==> config.mk <==
export PLATFORM = sky130hd
export DESIGN_NAME = cfg_tap_top
export DESIGN_NICKNAME = d
export VERILOG_FILES = /design/src/rtl/cfg_tap_pkg.sv /design/src/rtl/cfg_tap_fsm.sv /design/src/rtl/cfg_tap_ir.sv /design/src/rtl/cfg_tap_dr.sv /design/src/rtl/cfg_tap_top.sv
export SDC_FILE = /design/constraint.sdc
export NUM_CORES = 1
export LEC_CHECK = 0
export BUFFER_PORTS_ARGS = -buffer_cell sky130_fd_sc_hd__clkbuf_2
export CAP_MARGIN = 20
export CORE_MARGIN = 5
export CORE_UTILIZATION = 55
export CTS_CLUSTER_DIAMETER = 200
export CTS_CLUSTER_SIZE = 20
export DETAILED_ROUTE_END_ITERATION = 7
export GPL_ROUTABILITY_DRIVEN = 0
export PLACE_DENSITY = 0.84
export SYNTH_ARGS = -nofsm -noshare
export SYNTH_HDL_FRONTEND = slang
export SYNTH_HIERARCHICAL = 1
export SYNTH_SLANG_ARGS = --single-unit
==> constraint.sdc <==
create_clock -name tck -period 3.55 [get_ports tck]
set_input_delay 0.1775 -clock tck [delete_from_list [all_inputs] [get_ports tck]]
set_output_delay 0.1775 -clock tck [all_outputs]
set_load 0.01 [all_outputs]
==> src/rtl/cfg_tap_pkg.sv <==
`timescale 1ns/1ps
package cfg_tap_pkg;

  typedef enum logic [3:0] {
    ST_TLR, ST_RTI,
    ST_SEL_DR, ST_CAP_DR, ST_SH_DR, ST_EX1_DR, ST_PAU_DR, ST_EX2_DR, ST_UPD_DR,
    ST_SEL_IR, ST_CAP_IR, ST_SH_IR, ST_EX1_IR, ST_PAU_IR, ST_EX2_IR, ST_UPD_IR
  } tap_state_e;

  typedef enum logic [1:0] {SEL_BYPASS, SEL_ID, SEL_STATUS} dr_sel_e;

  localparam int IR_W = 8;
  localparam logic [IR_W-1:0] IR_CAPTURE = 8'h01;

  localparam logic [IR_W-1:0] OP_IDCODE     = 8'h11;
  localparam logic [IR_W-1:0] OP_STATUS     = 8'h41;
  localparam logic [IR_W-1:0] OP_CFG_EN     = 8'h15;
  localparam logic [IR_W-1:0] OP_CFG_DIS    = 8'h3A;
  localparam logic [IR_W-1:0] OP_NOOP       = 8'h02;
  localparam logic [IR_W-1:0] OP_ERASE      = 8'h05;
  localparam logic [IR_W-1:0] OP_ERASE_DONE = 8'h09;
  localparam logic [IR_W-1:0] OP_ADDR_INIT  = 8'h12;
  localparam logic [IR_W-1:0] OP_XFER       = 8'h17;
  localparam logic [IR_W-1:0] OP_REPROG     = 8'h3C;

  localparam int NUM_CMD        = 8;
  localparam int CMD_EN         = 0;
  localparam int CMD_DIS        = 1;
  localparam int CMD_NOOP       = 2;
  localparam int CMD_ERASE      = 3;
  localparam int CMD_ERASE_DONE = 4;
  localparam int CMD_ADDR_INIT  = 5;
  localparam int CMD_XFER       = 6;
  localparam int CMD_REPROG     = 7;

  // opcode of command i lives in slice [i*IR_W +: IR_W]
  localparam logic [NUM_CMD*IR_W-1:0] CMD_TABLE = {
    OP_REPROG, OP_XFER, OP_ADDR_INIT, OP_ERASE_DONE,
    OP_ERASE, OP_NOOP, OP_CFG_DIS, OP_CFG_EN
  };

  localparam int STAT_W        = 32;
  localparam int SB_CRC        = 0;
  localparam int SB_BAD_CMD    = 1;
  localparam int SB_ID_FAIL    = 2;
  localparam int SB_TIMEOUT    = 3;
  localparam int SB_DONE       = 13;

  function automatic tap_state_e tap_next(tap_state_e s, logic tms);
    tap_state_e n;
    case (s)
      ST_TLR:    n = tms ? ST_TLR    : ST_RTI;
      ST_RTI:    n = tms ? ST_SEL_DR : ST_RTI;
      ST_SEL_DR: n = tms ? ST_SEL_IR : ST_CAP_DR;
      ST_CAP_DR: n = tms ? ST_EX1_DR : ST_SH_DR;
      ST_SH_DR:  n = tms ? ST_EX1_DR : ST_SH_DR;
      ST_EX1_DR: n = tms ? ST_UPD_DR : ST_PAU_DR;
      ST_PAU_DR: n = tms ? ST_EX2_DR : ST_PAU_DR;
      ST_EX2_DR: n = tms ? ST_UPD_DR : ST_SH_DR;
      ST_UPD_DR: n = tms ? ST_SEL_DR : ST_RTI;
      ST_SEL_IR: n = tms ? ST_TLR    : ST_CAP_IR;
      ST_CAP_IR: n = tms ? ST_EX1_IR : ST_SH_IR;
      ST_SH_IR:  n = tms ? ST_EX1_IR : ST_SH_IR;
      ST_EX1_IR: n = tms ? ST_UPD_IR : ST_PAU_IR;
      ST_PAU_IR: n = tms ? ST_EX2_IR : ST_PAU_IR;
      ST_EX2_IR: n = tms ? ST_UPD_IR : ST_SH_IR;
      ST_UPD_IR: n = tms ? ST_SEL_DR : ST_RTI;
      default:   n = ST_TLR;
    endcase
    return n;
  endfunction

  function automatic logic [NUM_CMD-1:0] cmd_decode(logic [IR_W-1:0] op);
    logic [NUM_CMD-1:0] hit;
    for (int i = 0; i < NUM_CMD; i++)
      hit[i] = (op == CMD_TABLE[i*IR_W +: IR_W]);
    return hit;
  endfunction

  function automatic logic op_known(logic [IR_W-1:0] op);
    return (|cmd_decode(op)) || (op == OP_IDCODE) || (op == OP_STATUS);
  endfunction

  function automatic dr_sel_e dr_select(logic [IR_W-1:0] op);
    if (op == OP_IDCODE) return SEL_ID;
    if (op == OP_STATUS) return SEL_STATUS;
    return SEL_BYPASS;
  endfunction

  function automatic logic [STAT_W-1:0] status_pack(logic crc, logic bad,
                                                    logic idf, logic tmo,
                                                    logic done);
    logic [STAT_W-1:0] w;
    w = '0;
    w[SB_CRC]     = crc;
    w[SB_BAD_CMD] = bad;
    w[SB_ID_FAIL] = idf;
    w[SB_TIMEOUT] = tmo;
    w[SB_DONE]    = done;
    return w;
  endfunction

endpackage

==> src/rtl/cfg_tap_fsm.sv <==
`timescale 1ns/1ps
module cfg_tap_fsm
  import cfg_tap_pkg::*;
(
  input  logic       tck,
  input  logic       rst_n,
  input  logic       tms,
  output tap_state_e state
);

  always_ff @(posedge tck or negedge rst_n) begin
    if (!rst_n) state <= ST_TLR;
    else        state <= tap_next(state, tms);
  end

  // independent count of consecutive tms-high clocks, saturating at five
  localparam int RESET_RUN = 5;
  logic [2:0] ones_run;
  always_ff @(posedge tck or negedge rst_n) begin
    if (!rst_n)                         ones_run <= '0;
    else if (!tms)                      ones_run <= '0;
    else if (ones_run != 3'(RESET_RUN)) ones_run <= ones_run + 3'd1;
  end

  assert_tlr_after_five_R2: assert property (@(posedge tck) disable iff (!rst_n)
    (ones_run == 3'(RESET_RUN)) |-> (state == ST_TLR));

endmodule

==> src/rtl/cfg_tap_ir.sv <==
`timescale 1ns/1ps
module cfg_tap_ir
  import cfg_tap_pkg::*;
(
  input  logic                tck,
  input  logic                rst_n,
  input  tap_state_e          state,
  input  logic                tdi,
  output logic [IR_W-1:0]     ir_q,
  output logic                ir_tdo,
  output logic [NUM_CMD-1:0]  cmd_strobe,
  output logic                bad_cmd
);

  logic [IR_W-1:0]    ir_sh;
  logic               cfg_en_q;
  logic               upd_ir_w;
  logic               unknown_w;
  logic [NUM_CMD-1:0] raw_cmd_w;
  logic [NUM_CMD-1:0] gated_cmd_w;

  assign upd_ir_w  = (state == ST_UPD_IR);
  assign unknown_w = upd_ir_w && !op_known(ir_sh);
  assign raw_cmd_w = cmd_decode(ir_sh);

  always_comb begin
    gated_cmd_w = raw_cmd_w;
    if (!cfg_en_q) begin
      gated_cmd_w[CMD_ERASE] = 1'b0;
      gated_cmd_w[CMD_XFER]  = 1'b0;
    end
  end

  assign ir_tdo = ir_sh[0];

  always_ff @(posedge tck or negedge rst_n) begin
    if (!rst_n) begin
      ir_sh      <= '0;
      ir_q       <= OP_IDCODE;
      cmd_strobe <= '0;
      cfg_en_q   <= 1'b0;
      bad_cmd    <= 1'b0;
    end else begin
      cmd_strobe <= '0;
      case (state)
        ST_TLR: begin
          ir_q     <= OP_IDCODE;
          cfg_en_q <= 1'b0;
        end
        ST_CAP_IR: ir_sh <= IR_CAPTURE;
        ST_SH_IR:  ir_sh <= {tdi, ir_sh[IR_W-1:1]};
        ST_UPD_IR: begin
          ir_q       <= ir_sh;
          cmd_strobe <= gated_cmd_w;
          if (raw_cmd_w[CMD_EN])       cfg_en_q <= 1'b1;
          else if (raw_cmd_w[CMD_DIS]) cfg_en_q <= 1'b0;
          if (unknown_w)               bad_cmd  <= 1'b1;
        end
        default: ;
      endcase
    end
  end

  assert_strobe_onehot_R5: assert property (@(posedge tck) disable iff (!rst_n)
    $onehot0(cmd_strobe));

  assert_strobe_single_R5: assert property (@(posedge tck) disable iff (!rst_n)
    (|cmd_strobe) |=> (cmd_strobe == '0));

  assert_gate_enable_R6: assert property (@(posedge tck) disable iff (!rst_n)
    (cmd_strobe[CMD_XFER] || cmd_strobe[CMD_ERASE]) |-> $past(cfg_en_q));

  assert_bad_sticky_R7: assert property (@(posedge tck) disable iff (!rst_n)
    unknown_w |=> bad_cmd);

endmodule

==> src/rtl/cfg_tap_dr.sv <==
`timescale 1ns/1ps
module cfg_tap_dr
  import cfg_tap_pkg::*;
#(
  parameter int DR_W = 32
)(
  input  logic            tck,
  input  logic            rst_n,
  input  tap_state_e      state,
  input  logic            tdi,
  input  logic [IR_W-1:0] ir_q,
  input  logic [DR_W-1:0] id_word,
  input  logic [DR_W-1:0] status_word,
  output logic            dr_tdo
);

  logic [DR_W-1:0] dr_sh;
  logic            byp_q;
  dr_sel_e         sel_w;

  assign sel_w  = dr_select(ir_q);
  assign dr_tdo = (sel_w == SEL_BYPASS) ? byp_q : dr_sh[0];

  always_ff @(posedge tck or negedge rst_n) begin
    if (!rst_n) begin
      dr_sh <= '0;
      byp_q <= 1'b0;
    end else begin
      case (state)
        ST_CAP_DR: begin
          case (sel_w)
            SEL_ID:     dr_sh <= id_word;
            SEL_STATUS: dr_sh <= status_word;
            default:    byp_q <= 1'b0;
          endcase
        end
        ST_SH_DR: begin
          if (sel_w == SEL_BYPASS) byp_q <= tdi;
          else                     dr_sh <= {tdi, dr_sh[DR_W-1:1]};
        end
        default: ;
      endcase
    end
  end

  assert_capture_id_R3: assert property (@(posedge tck) disable iff (!rst_n)
    (state == ST_CAP_DR && sel_w == SEL_ID) |=> (dr_sh == $past(id_word)));

  assert_bypass_zero_R7: assert property (@(posedge tck) disable iff (!rst_n)
    (state == ST_CAP_DR && sel_w == SEL_BYPASS) |=> !byp_q);

endmodule

==> src/rtl/cfg_tap_top.sv <==
`timescale 1ns/1ps
module cfg_tap_top
  import cfg_tap_pkg::*;
#(
  parameter int          DR_W   = 32,
  parameter logic [31:0] IDCODE = 32'h4C07_A0E3
)(
  input  logic               tck,
  input  logic               rst_n,
  input  logic               tms,
  input  logic               tdi,
  output logic               tdo,
  output logic               tdo_oe,
  input  logic               eng_crc_err,
  input  logic               eng_id_fail,
  input  logic               eng_timeout,
  input  logic               eng_done,
  output logic [NUM_CMD-1:0] cmd_strobe
);

  tap_state_e      state;
  logic [IR_W-1:0] ir_q;
  logic            ir_tdo;
  logic            dr_tdo;
  logic            bad_cmd;
  logic [DR_W-1:0] status_word;
  logic [DR_W-1:0] id_word;
  logic            shifting_w;

  assign status_word = DR_W'(status_pack(eng_crc_err, bad_cmd, eng_id_fail,
                                         eng_timeout, eng_done));
  assign id_word     = DR_W'(IDCODE);
  assign shifting_w  = (state == ST_SH_DR) || (state == ST_SH_IR);

  cfg_tap_fsm u_fsm (
    .tck   (tck),
    .rst_n (rst_n),
    .tms   (tms),
    .state (state)
  );

  cfg_tap_ir u_ir (
    .tck        (tck),
    .rst_n      (rst_n),
    .state      (state),
    .tdi        (tdi),
    .ir_q       (ir_q),
    .ir_tdo     (ir_tdo),
    .cmd_strobe (cmd_strobe),
    .bad_cmd    (bad_cmd)
  );

  cfg_tap_dr #(.DR_W(DR_W)) u_dr (
    .tck         (tck),
    .rst_n       (rst_n),
    .state       (state),
    .tdi         (tdi),
    .ir_q        (ir_q),
    .id_word     (id_word),
    .status_word (status_word),
    .dr_tdo      (dr_tdo)
  );

  // output stage launched on the falling edge
  always_ff @(negedge tck or negedge rst_n) begin
    if (!rst_n) begin
      tdo    <= 1'b0;
      tdo_oe <= 1'b0;
    end else begin
      tdo_oe <= shifting_w;
      tdo    <= (state == ST_SH_IR) ? ir_tdo : dr_tdo;
    end
  end

  assert_oe_only_shift_R8: assert property (@(posedge tck) disable iff (!rst_n)
    tdo_oe |-> ($past(state) == ST_SH_DR || $past(state) == ST_SH_IR
                || state == ST_SH_DR || state == ST_SH_IR));

  assert_reset_quiet_R1: assert property (@(posedge tck) disable iff (!rst_n)
    (state == ST_TLR) |-> (cmd_strobe == '0));

endmodule

; ---- Yosys cells after proc, flatten, opt, wreduce, memory -nomap -nowiden
; Index checks and enable logic that the tools add are counted.
; Widths: inputs -> output; s select.
[word_totals]
latch_bits = 0
inputBits = 8
n_memories = 0
rom_bits = 0
ramBits = 0
word_cells = 99
reg_bits = 65
[classes]
order_cmp = 0
bitwise = 0
addsub = 0
div = 0
n_shift = 0
n_mul = 0
reduce_logical = 19
n_eq_ne = 34
muxes = 36
[op_table]
columns = cell, count
row1 = $pmux 32 s2, 2
row2 = $pmux 4 s12, 1
row3 = $eq 8x5->1 const B, 5
row4 = $eq 4x4->1 const B, 8
row5 = $mux 32, 1
row6 = $pmux 8 s2, 2
row7 = $eq 4x3->1 const B, 4
row8 = $eq 8x6->1 const B, 2
row9 = $eq 8x7->1 const B, 2
row10 = $mux 4, 4
row11 = $mux 1, 14
row12 = $mux 2, 7
row13 = $eq 4x2->1 const B, 2
row14 = $eq 8x2->1 const B, 1
row15 = $eq 8x3->1 const B, 1
row16 = $eq 8x4->1 const B, 1
row17 = $mux 8, 1
row18 = $reduce_or 8->1, 1
row19 = $mux 3, 2
row20 = $reduce_and 3->1, 2
row21 = $reduce_bool 2->1, 3
row22 = $reduce_or 2->1, 3
row23 = $eq 4x1->1 const B, 1
row24 = $logic_not 4->1, 1
row25 = other kinds (13), 18

; ---- Depth between registers and ports, before layout
; Gate-level depths: netlist of the first run.
[logic_depth]
word_depth = 9
ltp_mapped = 6
mapped_depth_nobuf = 4

; ---- Modules after synthesis
; Netlist of the first run, hierarchy kept.
[by_module_without_submodules]
columns = module, seq_area_each_um2, area_each_um2, n_inst, cells_per_inst
row1 = cfg_tap_dr, 825.8, 2143.3, 1, 232
row2 = cfg_tap_ir, 653.1, 1232.4, 1, 120
row3 = cfg_tap_fsm, 100.1, 315.3, 1, 40
row4 = cfg_tap_top, 50.0, 91.3, 1, 8

==> flow_metrics.env, run 1 <==
export IMPL_status="finished clean"
export IMPL_postCtsSetupBuffers=0
export IMPL_power_share_sequential=0.362
export IMPL_area_delta_synth_final_pct=14.3
export IMPL_cts_max_level=3
export IMPL_synth_area_leaders="dfrtp_1 40%, o31ai_2 9.3%, nor3_1 8.9%"
export IMPL_path_clk_slew_ns=0.06
export IMPL_yosys_area_top_type="dfrtp_1"
export IMPL_p_leak_nw=1.93
export IMPL_die_x_microns=92.9
export IMPL_drive_gt1_frac=0.199
export IMPL_numCtsBuffers=9
export IMPL_worstSetupStartpointType="flip-flop"
export IMPL_p_int_mw=2.03
export IMPL_finalPower_mw=3.42
export IMPL_synth_main_ff_cell="dfrtp_1"
export IMPL_die_height_microns=92.9
export IMPL_synth_top_cell_area_share=0.404
export IMPL_seqCellArea_sq_mm=0.00163
export IMPL_dr_pass1_iters=5
export IMPL_cp_data_required_time_ns=1.95
export IMPL_worstMarginPinSlew_ns=0.848
export IMPL_routed_wl_met2_microns=4070
export IMPL_port_buffers=17
export IMPL_synth_most_common_cell="nor3_1"
export IMPL_hold_depth=3
export IMPL_rsz0062_at_grt="false"
export IMPL_grt_pass1_wl_microns=13800
export IMPL_syn_area_sq_mm=0.00378
export IMPL_start_util=0.560
export IMPL_routed_wl_microns=8110
export IMPL_clk_root_buffer_cell="clkbuf_8"
export IMPL_ant_nets=0
export IMPL_fin_tns_setup_ns=0
export IMPL_netlist_cell_type_count=58
export IMPL_async_flop_share=1.00
export IMPL_peakVddDrop_uv=372
export IMPL_post_drt_wl_per_cell_microns=14.8
export IMPL_stdcell_count=547
export IMPL_setup_viol=0
export IMPL_num_vias=3098
export IMPL_max_cap_violations=0
export IMPL_dp_slack_ns=0.0558
export IMPL_clk_latency_ns=0.34
export IMPL_antenna_found_initial=0
export IMPL_vias_per_cell=5.66
export IMPL_crit_fanout=3
export IMPL_dpl_cell_count=530
export IMPL_cts_tree="yes"
export IMPL_postPlaceCellArea_sq_mm=0.00409
export IMPL_ctsLongestPathBuffers=2
export IMPL_hp_class="in2reg"
export IMPL_avgSynthCellArea_sq_um=9.46
export IMPL_p_comb_frac=0.469
export IMPL_cp_end_kind="flip-flop"
export IMPL_core_area_sq_mm=0.00676
export IMPL_hold_viol=0
export IMPL_critPathArrivalTime_ns=1.87
export IMPL_ys_warnings_count=6
export IMPL_grt_usage=0.198
export IMPL_cts_sinks=65
export IMPL_slew_headroom=0.434
export IMPL_ys_ff_latch=65
export IMPL_wl_met1_microns=3580
export IMPL_top_layer="met4"
export IMPL_dp_hpwl_microns=5160
export IMPL_p_switching_mw=1.39
export IMPL_met3WireLength_microns=382
export IMPL_multi_input_area_sq_mm=0.00219
export IMPL_power_frac_clock=0.169
export IMPL_ys_top_cells_by_count="67 x nor3_1, 64 x nand2_1, 61 x dfrtp_1"
export IMPL_die_area_sq_mm=0.00864
export IMPL_worst_slack_ns=0.0761
export IMPL_n_antenna_cell=0
export IMPL_synth_edf_count=0
export IMPL_grt_max_degree=65
export IMPL_grt_ovfl_total=0
export IMPL_row_count=30
export IMPL_r2r_cells=4
export IMPL_drt_iter0_markers=190
export IMPL_drc=0
export IMPL_final_nets=471
export IMPL_crit_type="reg2reg"
export IMPL_p_per_area_mw_per_mm2=790
export IMPL_io_pins=18
export IMPL_design_area_sq_mm=0.00432
export IMPL_fillers=545
export IMPL_ys_seq_area_frac=0.431
export IMPL_skew_ns=0.0159
export IMPL_first_global_vias=2903
export IMPL_syn_inst=400
export IMPL_switching_share=0.406
export IMPL_slew_violations=0
==> repair_timing <==
item / 4_1_cts / 5_1_grt
hold buffers: 1 / 0
endpoints found under the setup margin: 0 / 1
hold endpoints to repair: 4 / 0
resized for setup: 0 / 3
==> power groups by stage <==
stage                     Clock, mW  Sequential [mW]  Combinational [mW]
after detailed placement          0             1.24                1.55
after global routing          0.624             1.27                1.78
after floorplan                   0             1.20                1.28
after CTS                     0.593             1.23                1.55
after global placement            0             1.22                1.47
final                         0.579             1.24                1.60
==> sequential cells by signal, indices dropped and copies added, names as in the netlist <==
signal and cells:
u_ir/ir_q 8, u_ir/bad_cmd 1, u_ir/cfg_en_q 1, u_dr/dr_sh 32, tdo_oe 1, u_ir/cmd_strobe 8
tdo 1, u_fsm/state 4, u_dr/byp_q 1, u_ir/ir_sh 8
==> worst max-delay path: stages, from the launching register on <==
cell and delay, ns:
dfstp_2 0.53, nor4b_4 0.21, and3_4 0.24, mux2_4 0.30, mux2_2 0.26
==> path summary, 6_finish.rpt <==
kind	startpoint	to	slack (ns)
setup reg to reg	u_ir/ir_q[0]$_DFFE_PN1P_	tdo$_DFF_NN0_	0.08
hold reg to reg	u_ir/cfg_en_q$_DFFE_PN0P_	u_ir/cfg_en_q$_DFFE_PN0P_	0.48
min in group asynchronous	rst_n	u_fsm/state[3]$_DFF_PN0_	0.23
max in group asynchronous	rst_n	tdo$_DFF_NN0_	1.43
hold / removal	tdi	u_ir/ir_sh[7]$_DFFE_PN0P_	0.13
setup / recovery	u_ir/ir_q[0]$_DFFE_PN1P_	tdo$_DFF_NN0_	0.08
==> cells in the final DEF, fill, tap and decap left out, drive strengths merged, types with 4 or more instances in the layout <==
cell type  count
xor2           4
conb          59
nor3          69
o31ai         32
a21oi          4
nand2         64
o21bai        31
nand2b         5
buf           13
nor2b          5
a22o           5
clkbuf        30
nor4b          4
o21ai         12
nor2          14
dfrtp         61
nand3          5
nand3b         4
==> logic make-up after synthesis <==
group / count (synthesis) / share of synthesized area
AO/OA/AOI/OAI: 96 / 0.224
AND/OR/NAND/NOR: 191 / 0.269
buffers and inverters: 39 / 0.0569
flip-flops: 65 / 0.431
multiplexers: 3 / 0.00893
XOR/XNOR: 4 / 0.00926
other: 2 / 0.00199
==> routing by layer <==
layer	vias to the layer above	GRT usage
met5	-	0
met4	0	0.0488
met3	9	0.0577
met2	77	0.318
met1	1499	0.263
li1	1513	-
==> metrics by stage <==
stage / hold slack (ns) / utilization
floorplan: -0.118 / -
global placement: 0.0447 / 0.605
detailed placement: 0.0489 / 0.605
CTS: 0.125 / 0.633
global route: 0.122 / 0.640
finish: 0.134 / 0.640
==> layout make-up <==
| type | count | share of cell area |
|---|---|---|
| clock buffer | 13 | 0.0391 |
| clock inverter | 2 | 0.00289 |
| inverter | 3 | 0.00260 |
| multi-input combinational | 353 | 0.506 |
| sequential | 65 | 0.377 |
| tap | 80 | 0.0232 |
| timing repair buffer | 31 | 0.0492 |
No activity file was read; power rests on OpenSTA's default activity.
==> inputs of run 2 (changes only) <==
--- a/config.mk
+++ b/config.mk
@@ -14,6 +14,7 @@
 export DETAILED_ROUTE_END_ITERATION = 7
 export GPL_ROUTABILITY_DRIVEN = 0
 export PLACE_DENSITY = 0.84
+export REMOVE_ABC_BUFFERS = 1
 export SYNTH_ARGS = -nofsm -noshare
 export SYNTH_HDL_FRONTEND = slang
 export SYNTH_HIERARCHICAL = 1
==> flow_metrics.env, run 2 (synthesis gave the netlist of run 1 again) <==
export IMPL_final_nets=471
export IMPL_r2r_cells=4
export IMPL_num_vias=3041
export IMPL_io_pins=18
export IMPL_hold_viol=0
export IMPL_final_util=0.641
export IMPL_start_util=0.560
export IMPL_grt_pass1_wl_microns=13400
export IMPL_area_delta_synth_final_pct=14.6
export IMPL_layout_common_cells="67 x nor3_1, 64 x nand2_1, 61 x dfrtp_1"
export IMPL_hold_depth=3
export IMPL_drc=0
export IMPL_setup_viol=0
export IMPL_cts_max_level=3
export IMPL_row_count=30
export IMPL_hp_class="in2reg"
export IMPL_final_common_cell="nor3_1"
export IMPL_peakVddDrop_uv=427
export IMPL_post_drt_wl_per_cell_microns=13.9
export IMPL_cp_data_required_time_ns=1.94
export IMPL_dr_pass1_iters=4
export IMPL_crit_type="reg2reg"
export IMPL_cp_end_kind="flip-flop"
export IMPL_worstMarginPinSlew_ns=0.624
export IMPL_skew_ns=0.0124
export IMPL_regMostFlops="u_dr/dr_sh"
export IMPL_antenna_found_initial=0
export IMPL_largest_reg_flops=32
export IMPL_clk_latency_ns=0.34
export IMPL_die_x_microns=92.9
export IMPL_worstSetupStartpointType="flip-flop"
export IMPL_cts_tree="yes"
export IMPL_first_global_vias=2924
export IMPL_dp_hpwl_microns=4730
export IMPL_drive_gt1_frac=0.199
export IMPL_status="finished clean"
export IMPL_grt_max_degree=65
export IMPL_core_area_sq_mm=0.00676
export IMPL_port_buffers=17
export IMPL_path_clk_slew_ns=0.07
export IMPL_critPathArrivalTime_ns=1.90
export IMPL_cts_sinks=65
export IMPL_design_area_sq_mm=0.00433
export IMPL_numCtsBuffers=9
export IMPL_crit_fanout=2
export IMPL_slew_headroom=0.584
export IMPL_max_cap_violations=0
export IMPL_n_antenna_cell=0
export IMPL_p_leak_nw=1.93
export IMPL_drt_iter0_markers=190
export IMPL_clk_root_buffer_cell="clkbuf_8"
export IMPL_routed_wl_microns=7640
export IMPL_ant_nets=0
export IMPL_grt_ovfl_total=0
export IMPL_p_per_area_mw_per_mm2=794
export IMPL_vias_per_cell=5.55
export IMPL_die_area_sq_mm=0.00864
export IMPL_die_height_microns=92.9
export IMPL_ctsLongestPathBuffers=2
export IMPL_grt_usage=0.191
export IMPL_postPlaceCellArea_sq_mm=0.00408
export IMPL_slew_violations=0
-- run 2: layer usage --
metal	GRT usage	up-vias	part of all wire
met4	0.0501	0	0.0084
met3	0.0585	10	0.034
met5	0	-	0
li1	-	1514	-
met2	0.315	50	0.51
met1	0.244	1467	0.45
-- run 2: path summary, 6_finish.rpt --
path / start / endpoint / slack, ns
min in group asynchronous: rst_n / u_dr/byp_q$_DFFE_PN0P_ / 0.37
worst max-delay path: u_ir/ir_q[0]$_DFFE_PN1P_ / tdo$_DFF_NN0_ / 0.05
max in group asynchronous: rst_n / tdo$_DFF_NN0_ / 1.10
worst max register to register: u_ir/ir_q[0]$_DFFE_PN1P_ / tdo$_DFF_NN0_ / 0.05
worst min register to register: u_ir/bad_cmd$_DFFE_PN0P_ / u_ir/bad_cmd$_DFFE_PN0P_ / 0.48
worst min-delay path: tdi / u_ir/ir_sh[7]$_DFFE_PN0P_ / 0.11
-- run 2: area by class of cell --
cell class / instances / area (sq um)
sequential: 65 / 1630
fill: 550 / 2420
timing repair buffer: 31 / 213
tap: 80 / 100
multi-input combinational: 353 / 2190
clock inverter: 5 / 56.3
clock buffer: 11 / 131
inverter: 3 / 11.3
-- run 2: critical path, cell delays in order, from the launching register on --
cell and delay (ns):
dfstp_2 0.53, nor4b_4 0.22, and3_4 0.24, mux2_4 0.30, mux2_4 0.26
-- run 2: repair_timing --
item	4_1_cts	5_1_grt
setup buffers	0	1
endpoints found under the setup margin	0	1
resized for setup	0	4
hold buffers	1	0
endpoints found under the hold margin	21	0
-- run 2: power by group --
group | switching (mW) | internal (mW) | total [mW]
Sequential | 0.204 | 1.02 | 1.23
Clock | 0.275 | 0.323 | 0.598
Combinational | 0.893 | 0.721 | 1.61
Total | 1.37 | 2.07 | 3.44
-- run 2: through the flow --
stage	std cells	power [mW]	setup TNS, ns	hold WS [ns]	setup WS (ns)
3_5_place_dp	529	2.77	0	0.210	0.0614
3_3_place_gp	529	2.69	0	0.198	0.0967
5_1_grt	548	3.72	-0.00376	0.140	-0.00376
2_1_floorplan	421	2.38	-61.67	-0.118	-1.94
4_1_cts	546	3.38	0	0.0988	0.0277
6_report	548	3.44	0	0.108	0.0494
